===== config.mk =====
export PLATFORM = sky130hd
export DESIGN_NAME = fir_mac_engine
export DESIGN_NICKNAME = d
export VERILOG_FILES = /design/src/rtl/fir_pkg.sv /design/src/rtl/fir_delay_line.sv /design/src/rtl/fir_coef_mem.sv /design/src/rtl/fir_mac.sv /design/src/rtl/fir_mac_engine.sv
export SDC_FILE = /design/constraint.sdc
export NUM_CORES = 2
export LEC_CHECK = 0
export BUFFER_PORTS_ARGS = -buffer_cell sky130_fd_sc_hd__buf_4
export CAP_MARGIN = 15
export CORE_MARGIN = 2
export CORE_UTILIZATION = 53
export CTS_BUF_LIST = sky130_fd_sc_hd__clkbuf_16
export DETAILED_ROUTE_END_ITERATION = 12
export PLACE_DENSITY = 0.74
export SLEW_MARGIN = 40
export SYNTH_ARGS = -nofsm -noshare
export SYNTH_HDL_FRONTEND = slang
export SYNTH_SLANG_ARGS = --single-unit

===== constraint.sdc =====
create_clock -name clk -period 7.15 [get_ports clk]
set_clock_uncertainty 0.1 [all_clocks]
set_input_delay 1.43 -clock clk [delete_from_list [all_inputs] [get_ports clk]]
set_output_delay 1.43 -clock clk [all_outputs]
set_load 0.02 [all_outputs]

===== src/rtl/fir_pkg.sv =====
package fir_pkg;
  typedef enum logic [1:0] {
    SEQ_IDLE  = 2'd0,
    SEQ_RUN   = 2'd1,
    SEQ_DRAIN = 2'd2
  } seq_state_t;
endpackage


===== src/rtl/fir_delay_line.sv =====
// Circular sample store: one write per accepted sample, one registered read
// port used by the tap loop.
module fir_delay_line #(
  parameter int W     = 16,
  parameter int DEPTH = 16,
  localparam int AW   = $clog2(DEPTH)
) (
  input  logic                clk,
  input  logic                rst_n,
  input  logic                we,
  input  logic signed [W-1:0] wdata,
  input  logic                rd_en,
  input  logic [AW-1:0]       rd_addr,
  output logic signed [W-1:0] rd_data,
  output logic [AW-1:0]       wr_ptr
);
  logic signed [W-1:0] mem [DEPTH];

  always_ff @(posedge clk) begin
    if (!rst_n) begin
      for (int i = 0; i < DEPTH; i++) mem[i] <= '0;
      wr_ptr  <= '0;
      rd_data <= '0;
    end else begin
      if (we) begin
        mem[wr_ptr] <= wdata;
        wr_ptr      <= wr_ptr + AW'(1);
      end
      if (rd_en) rd_data <= mem[rd_addr];
    end
  end

  // the write pointer moves by exactly one slot per stored sample
  p_ptr_advance_r10: assert property (@(posedge clk) disable iff (!rst_n)
    we |=> (wr_ptr == $past(wr_ptr) + AW'(1)));
endmodule


===== src/rtl/fir_coef_mem.sv =====
// Tap store with an independent write port and a registered read port.
module fir_coef_mem #(
  parameter int W    = 16,
  parameter int TAPS = 16,
  localparam int AW  = $clog2(TAPS)
) (
  input  logic                clk,
  input  logic                rst_n,
  input  logic                we,
  input  logic [AW-1:0]       waddr,
  input  logic signed [W-1:0] wdata,
  input  logic                rd_en,
  input  logic [AW-1:0]       rd_addr,
  output logic signed [W-1:0] rd_data
);
  logic signed [W-1:0] mem [TAPS];

  always_ff @(posedge clk) begin
    if (!rst_n) begin
      for (int i = 0; i < TAPS; i++) mem[i] <= '0;
      rd_data <= '0;
    end else begin
      if (we) mem[waddr] <= wdata;
      if (rd_en) rd_data <= mem[rd_addr];
    end
  end
endmodule


===== src/rtl/fir_mac.sv =====
// Product register, wide accumulator, then arithmetic shift and clamp.
module fir_mac #(
  parameter int DW    = 16,
  parameter int ACC_W = 40,
  parameter int SHIFT = 15,
  localparam int PW   = 2 * DW
) (
  input  logic                 clk,
  input  logic                 rst_n,
  input  logic                 clr,
  input  logic                 in_vld,
  input  logic signed [DW-1:0] a,
  input  logic signed [DW-1:0] b,
  output logic                 pending,
  output logic signed [DW-1:0] result
);
  localparam logic signed [ACC_W-1:0] MAXV = ACC_W'((64'sd1 <<< (DW - 1)) - 64'sd1);
  localparam logic signed [ACC_W-1:0] MINV = -MAXV - ACC_W'(1);

  logic signed [PW-1:0]    prod;
  logic                    prod_vld;
  logic signed [ACC_W-1:0] acc;
  logic signed [ACC_W-1:0] shifted;

  always_ff @(posedge clk) begin
    if (!rst_n) begin
      prod     <= '0;
      prod_vld <= 1'b0;
      acc      <= '0;
    end else begin
      prod_vld <= in_vld;
      if (in_vld) prod <= a * b;
      if (clr) acc <= '0;
      else if (prod_vld) acc <= acc + {{(ACC_W - PW){prod[PW-1]}}, prod};
    end
  end

  assign pending = prod_vld;
  assign shifted = acc >>> SHIFT;

  always_comb begin
    if (shifted > MAXV)      result = MAXV[DW-1:0];
    else if (shifted < MINV) result = MINV[DW-1:0];
    else                     result = shifted[DW-1:0];
  end

  // a product is only presented one cycle after its operands were read
  p_prod_after_read_r3: assert property (@(posedge clk) disable iff (!rst_n)
    prod_vld |-> $past(in_vld));
  // a clear leaves the accumulator at zero
  p_acc_cleared_r4: assert property (@(posedge clk) disable iff (!rst_n)
    clr |=> (acc == '0));
endmodule


===== src/rtl/fir_mac_engine.sv =====
module fir_mac_engine #(
  parameter int DATA_W = 16,
  parameter int ACC_W  = 40,
  parameter int TAPS   = 16,
  parameter int SHIFT  = 15,
  localparam int AW    = $clog2(TAPS),
  localparam int CW    = $clog2(TAPS + 4) + 1
) (
  input  logic                     clk,
  input  logic                     rst_n,
  input  logic                     in_valid,
  output logic                     in_ready,
  input  logic signed [DATA_W-1:0] in_data,
  input  logic                     coef_we,
  input  logic [AW-1:0]            coef_addr,
  input  logic signed [DATA_W-1:0] coef_data,
  output logic                     out_valid,
  output logic signed [DATA_W-1:0] out_data,
  output logic                     overrun
);
  import fir_pkg::*;

  seq_state_t              state;
  logic [AW-1:0]           tap_cnt, coef_ptr, samp_ptr, wr_ptr;
  logic                    accept, issue, rd_vld, mac_pending;
  logic signed [DATA_W-1:0] samp_q, coef_q, mac_result, hold;
  logic                    hold_full;
  logic [CW-1:0]           busy_cnt;

  assign in_ready = (state == SEQ_IDLE);
  assign accept   = in_valid && in_ready;
  assign issue    = (state == SEQ_RUN);

  fir_delay_line #(.W(DATA_W), .DEPTH(TAPS)) i_delay (
    .clk(clk), .rst_n(rst_n), .we(accept), .wdata(in_data),
    .rd_en(issue), .rd_addr(samp_ptr), .rd_data(samp_q), .wr_ptr(wr_ptr));

  fir_coef_mem #(.W(DATA_W), .TAPS(TAPS)) i_coef (
    .clk(clk), .rst_n(rst_n), .we(coef_we), .waddr(coef_addr),
    .wdata(coef_data), .rd_en(issue), .rd_addr(coef_ptr), .rd_data(coef_q));

  fir_mac #(.DW(DATA_W), .ACC_W(ACC_W), .SHIFT(SHIFT)) i_mac (
    .clk(clk), .rst_n(rst_n), .clr(accept), .in_vld(rd_vld),
    .a(coef_q), .b(samp_q), .pending(mac_pending), .result(mac_result));

  always_ff @(posedge clk) begin
    if (!rst_n) begin
      state     <= SEQ_IDLE;
      tap_cnt   <= '0;
      coef_ptr  <= '0;
      samp_ptr  <= '0;
      rd_vld    <= 1'b0;
      hold      <= '0;
      hold_full <= 1'b0;
      out_valid <= 1'b0;
      out_data  <= '0;
      overrun   <= 1'b0;
    end else begin
      rd_vld    <= issue;
      overrun   <= in_valid && !in_ready;
      out_valid <= 1'b0;
      unique case (state)
        SEQ_IDLE: if (accept) begin
          samp_ptr <= wr_ptr;
          coef_ptr <= '0;
          tap_cnt  <= '0;
          state    <= SEQ_RUN;
          if (hold_full) begin
            out_data  <= hold;
            out_valid <= 1'b1;
          end
        end
        SEQ_RUN: begin
          coef_ptr <= coef_ptr + AW'(1);
          samp_ptr <= samp_ptr - AW'(1);
          tap_cnt  <= tap_cnt + AW'(1);
          if (tap_cnt == AW'(TAPS - 1)) state <= SEQ_DRAIN;
        end
        SEQ_DRAIN: if (!rd_vld && !mac_pending) begin
          hold      <= mac_result;
          hold_full <= 1'b1;
          state     <= SEQ_IDLE;
        end
        default: state <= SEQ_IDLE;
      endcase
    end
  end

  // Window counter used only to check the busy length
  always_ff @(posedge clk) begin
    if (!rst_n)         busy_cnt <= '0;
    else if (accept)    busy_cnt <= '0;
    else if (!in_ready) busy_cnt <= busy_cnt + CW'(1);
  end

  p_busy_after_accept_r7: assert property (@(posedge clk) disable iff (!rst_n)
    accept |=> !in_ready);
  p_busy_length_r7: assert property (@(posedge clk) disable iff (!rst_n)
    (in_ready && $past(!in_ready)) |-> (busy_cnt == CW'(TAPS + 3)));
  p_single_pulse_r6: assert property (@(posedge clk) disable iff (!rst_n)
    out_valid |=> !out_valid);
  p_release_on_accept_r5: assert property (@(posedge clk) disable iff (!rst_n)
    out_valid |-> $past(accept));
  p_out_stable_r6: assert property (@(posedge clk) disable iff (!rst_n)
    !out_valid |-> $stable(out_data));
  p_overrun_cause_r8: assert property (@(posedge clk) disable iff (!rst_n)
    overrun |-> $past(in_valid && !in_ready));
endmodule


==> impl_metrics.yaml <==
run_status:
  outcome: "finished, final reports clean"
timing:
  slew_headroom: 0.452
  max_freq_ghz: 0.152
  drv_slew: 0
  rsz0062_at_grt: "no"
  hold_violations: 0
  setup_viol_count_final: 0
  finalSetupTns_ns: 0
  fin_crit_sh: 0.922
  finalCriticalPeriod_ns: 6.59
  worst_pin_slew_ns: 0.818
clock_network:
  ctsHoldBuffers: 0
  clkSinkCount: 671
  cts_post_setup_buffers_inserted: 0
  cts_buffers: 75
  clockRootBuffer: "clkbuf_16"
  clk_pin_slew_ns: 0.06
  htree_levels: 3
  ctsLongestPathBuffers: 3
  cts_resized: 0
  clock_latency_ns: 0.63
  cts_tree: "built"
detailed_routing:
  ant_nets: 0
  drc_errors: 0
  drt-pass1-iter-count: 6
  routed_via_density: 5.59
  wirelength_microns: 90400
  wl_per_cell_microns: 20.0
  via_count: 25300
  drt_iter0_drc: 2089
critical_path:
  cpPeakStageDelay_ns: 0.72
  cp_num_cells: 19
  crit_fanout: 17
  rr_worst_depth: 19
  path_common_cell: "fa_1"
  crit_path_end_kind: "flip-flop"
  crit_required_ns: 7.61
  slowest_stage: "fa_1"
  cp.buffers_inverters: 3
  crit_chain: "nand2_1, inv_1, fa_1, inv_1, fa_1, fa_1, fa_1, fa_1, fa_1, inv_1, ha_1, a21oi_1, o21ai_0, a211oi_1, o311ai_0, o31ai_2, o21ai_0, or3_1, nand3_1"
  timing_worst_setup_path_type: "flip-flop to flip-flop"
  rr_startpoint: "i_delay.rd_data[1]"
  critPathLaunchType: "flip-flop"
  arrival_ns: 7.06
  r2r-end: "i_mac.prod[31]"
  r2r_slack_ns: 0.56
  crit_family: "adder cells"
global_route:
  track_usage: 0.235
  grt_pass1_vias: 26000
  antenna_found_initial: 0
  grt_max_degree: 70
  grt_pass1_wl_microns: 146000
  overflow: 0
place:
  io_buffers: 58
  globalplace.congestion: 0.902
  hpwl_microns: 62800
  dp_cells: 4387
logic_synthesis:
  synth_warnings: 0
  seq_area_frac_synth: 0.453
  avgSynthCellArea_sq_um: 11.9
  synth_seq_cells: 671
  ys_types: 74
  synth_area_leaders: "edfxtp_1 38%, fa_1 13%, and2_1 10%, mux4_2 8.8%, dfxtp_1 7.8%"
  yosysTopAreaCell: "edfxtp_1"
  ys_async_sr_fraction: 0
  synth_flop_cell: "edfxtp_1"
  yosysTopAreaCellShare: 0.375
  syn_inst: 3442
  syn-num-nets: 3873
  synth_edf_count: 512
  syn-cell-area_sq_um: 41000
finish:
  stdcell_count: 4525
  final_cell_mix: "655 x and2_1, 512 x edfxtp_1, 340 x inv_1"
  syn_to_final_growth_pct: 9.78
  layout.nets: 3865
  layout_commonest_cell: "and2_1"
  drive_gt1_frac: 0.129
power_and_ir_drop:
  combPwrFrac: 0.105
  power_frac_seq: 0.481
  p_leak_nw: 17.9
  switching_share: 0.252
  powerDensity_nw_per_um2: 208
  p_clk_frac: 0.414
  power.switching_mw: 2.36
  internal-power_mw: 7.01
  ir_drop_uv: 224
die:
  die_area_sq_um: 79600
  coreArea_sq_um: 76200
  pin_count: 59
  rows: 101
  start_util: 0.538
  fp.dieH_microns: 282
  dieWidth_microns: 282
hold_path:
  worstHoldPathType: "flip-flop to flip-flop"
  whs_path_depth: 2
  hold_end: "out_data[10]"
  holdCritStartpoint: "hold[10]"
flow_run:
  max_cap_viol_count: 0
registers in the layout, summed over array words and instances, names as in the netlist, 2 cells and up:
| name | flops |
|---|---|
| coef_ptr | 4 |
| hold | 16 |
| i_coef.mem | 256 |
| i_coef.rd_data | 16 |
| i_delay.mem | 256 |
| i_delay.rd_data | 16 |
| i_delay.wr_ptr | 4 |
| i_mac.acc | 40 |
| i_mac.prod | 32 |
| out_data | 16 |
| samp_ptr | 4 |
| state | 2 |
| tap_cnt | 4 |
Yosys cell counts, types with 85 or more instances:
cell and n:
nor2_1 107, inv_1 331, clkbuf_1 174, dfxtp_1 159
nand2_1 289, o21ai_0 92, ha_1 128, and2_1 655
fa_1 263, a21oi_1 85, edfxtp_1 512, mux4_2 160
tightest hold or removal path, cell delays in order, from the launching register on:
cell and delay (ns):
dfxtp_1 0.30, nand2_1 0.05, a21boi_0 0.06
worst max-delay path by stage:
stage | startpoint | to | slack [ns]
after floorplan | i_delay.rd_data[1] | i_mac.prod[31] | 1.12
after global placement | i_coef.rd_data[15] | i_mac.prod[31] | 0.77
after detailed placement | i_delay.rd_data[4] | i_mac.prod[31] | 0.63
after CTS | i_delay.rd_data[4] | i_mac.prod[31] | 0.59
after global routing | i_coef.rd_data[15] | i_mac.prod[31] | 0.08
final | i_delay.rd_data[1] | i_mac.prod[31] | 0.56
power groups by stage:
| stage | Sequential (mW) | Clock [mW] | Combinational, mW |
|---|---|---|---|
| after floorplan | 4.48 | 0 | 0.741 |
| after global placement | 4.57 | 0 | 0.961 |
| after detailed placement | 4.58 | 0 | 0.984 |
| after CTS | 4.50 | 3.94 | 0.991 |
| after global routing | 4.52 | 4.11 | 1.08 |
| final | 4.50 | 3.88 | 0.986 |
layout make-up:
class	instances	area (sq um)
Timing Repair Buffer	115	875
Antenna cell	1	2.50
Sequential cell	671	18600
Fill cell	6027	31200
Clock inverter	61	607
Inverter	332	1250
Multi-Input combinational cell	2239	20500
Clock buffer	76	1900
Tap cell	1030	1290
logic make-up after synthesis:
group	count (synthesis)	share of synthesized area
and+or+nand+nor	1210	0.160
DFF	671	0.453
buffers and inverters	532	0.0492
adders and majority gates	391	0.168
AOI/OAI and AO/OA	378	0.0604
muxes	196	0.0967
xor gates and xnor gates	64	0.0137
per-stage QoR:
stage               power [mW]   util  instance area [sq um]  setup WS (ns)  hold WS (ns)
floorplan                 5.22      -                  41000           1.12         0.329
global placement          5.53  0.556                  42400          0.772         0.352
detailed placement        5.56  0.557                  42500          0.632         0.357
CTS                       9.43  0.590                  45000          0.586         0.367
global route              9.71  0.591                  45000         0.0814         0.388
finish                    9.37  0.591                  45000          0.558         0.362
layer usage:
metal  up-vias  GRT usage  part of all wire
li1      11700          -                 -
met1     12700      0.325              0.43
met2       747      0.393              0.49
met3       124     0.0375             0.065
met4         0     0.0550             0.019
met5         -          0                 0
Power figures use the tool's default switching activity.
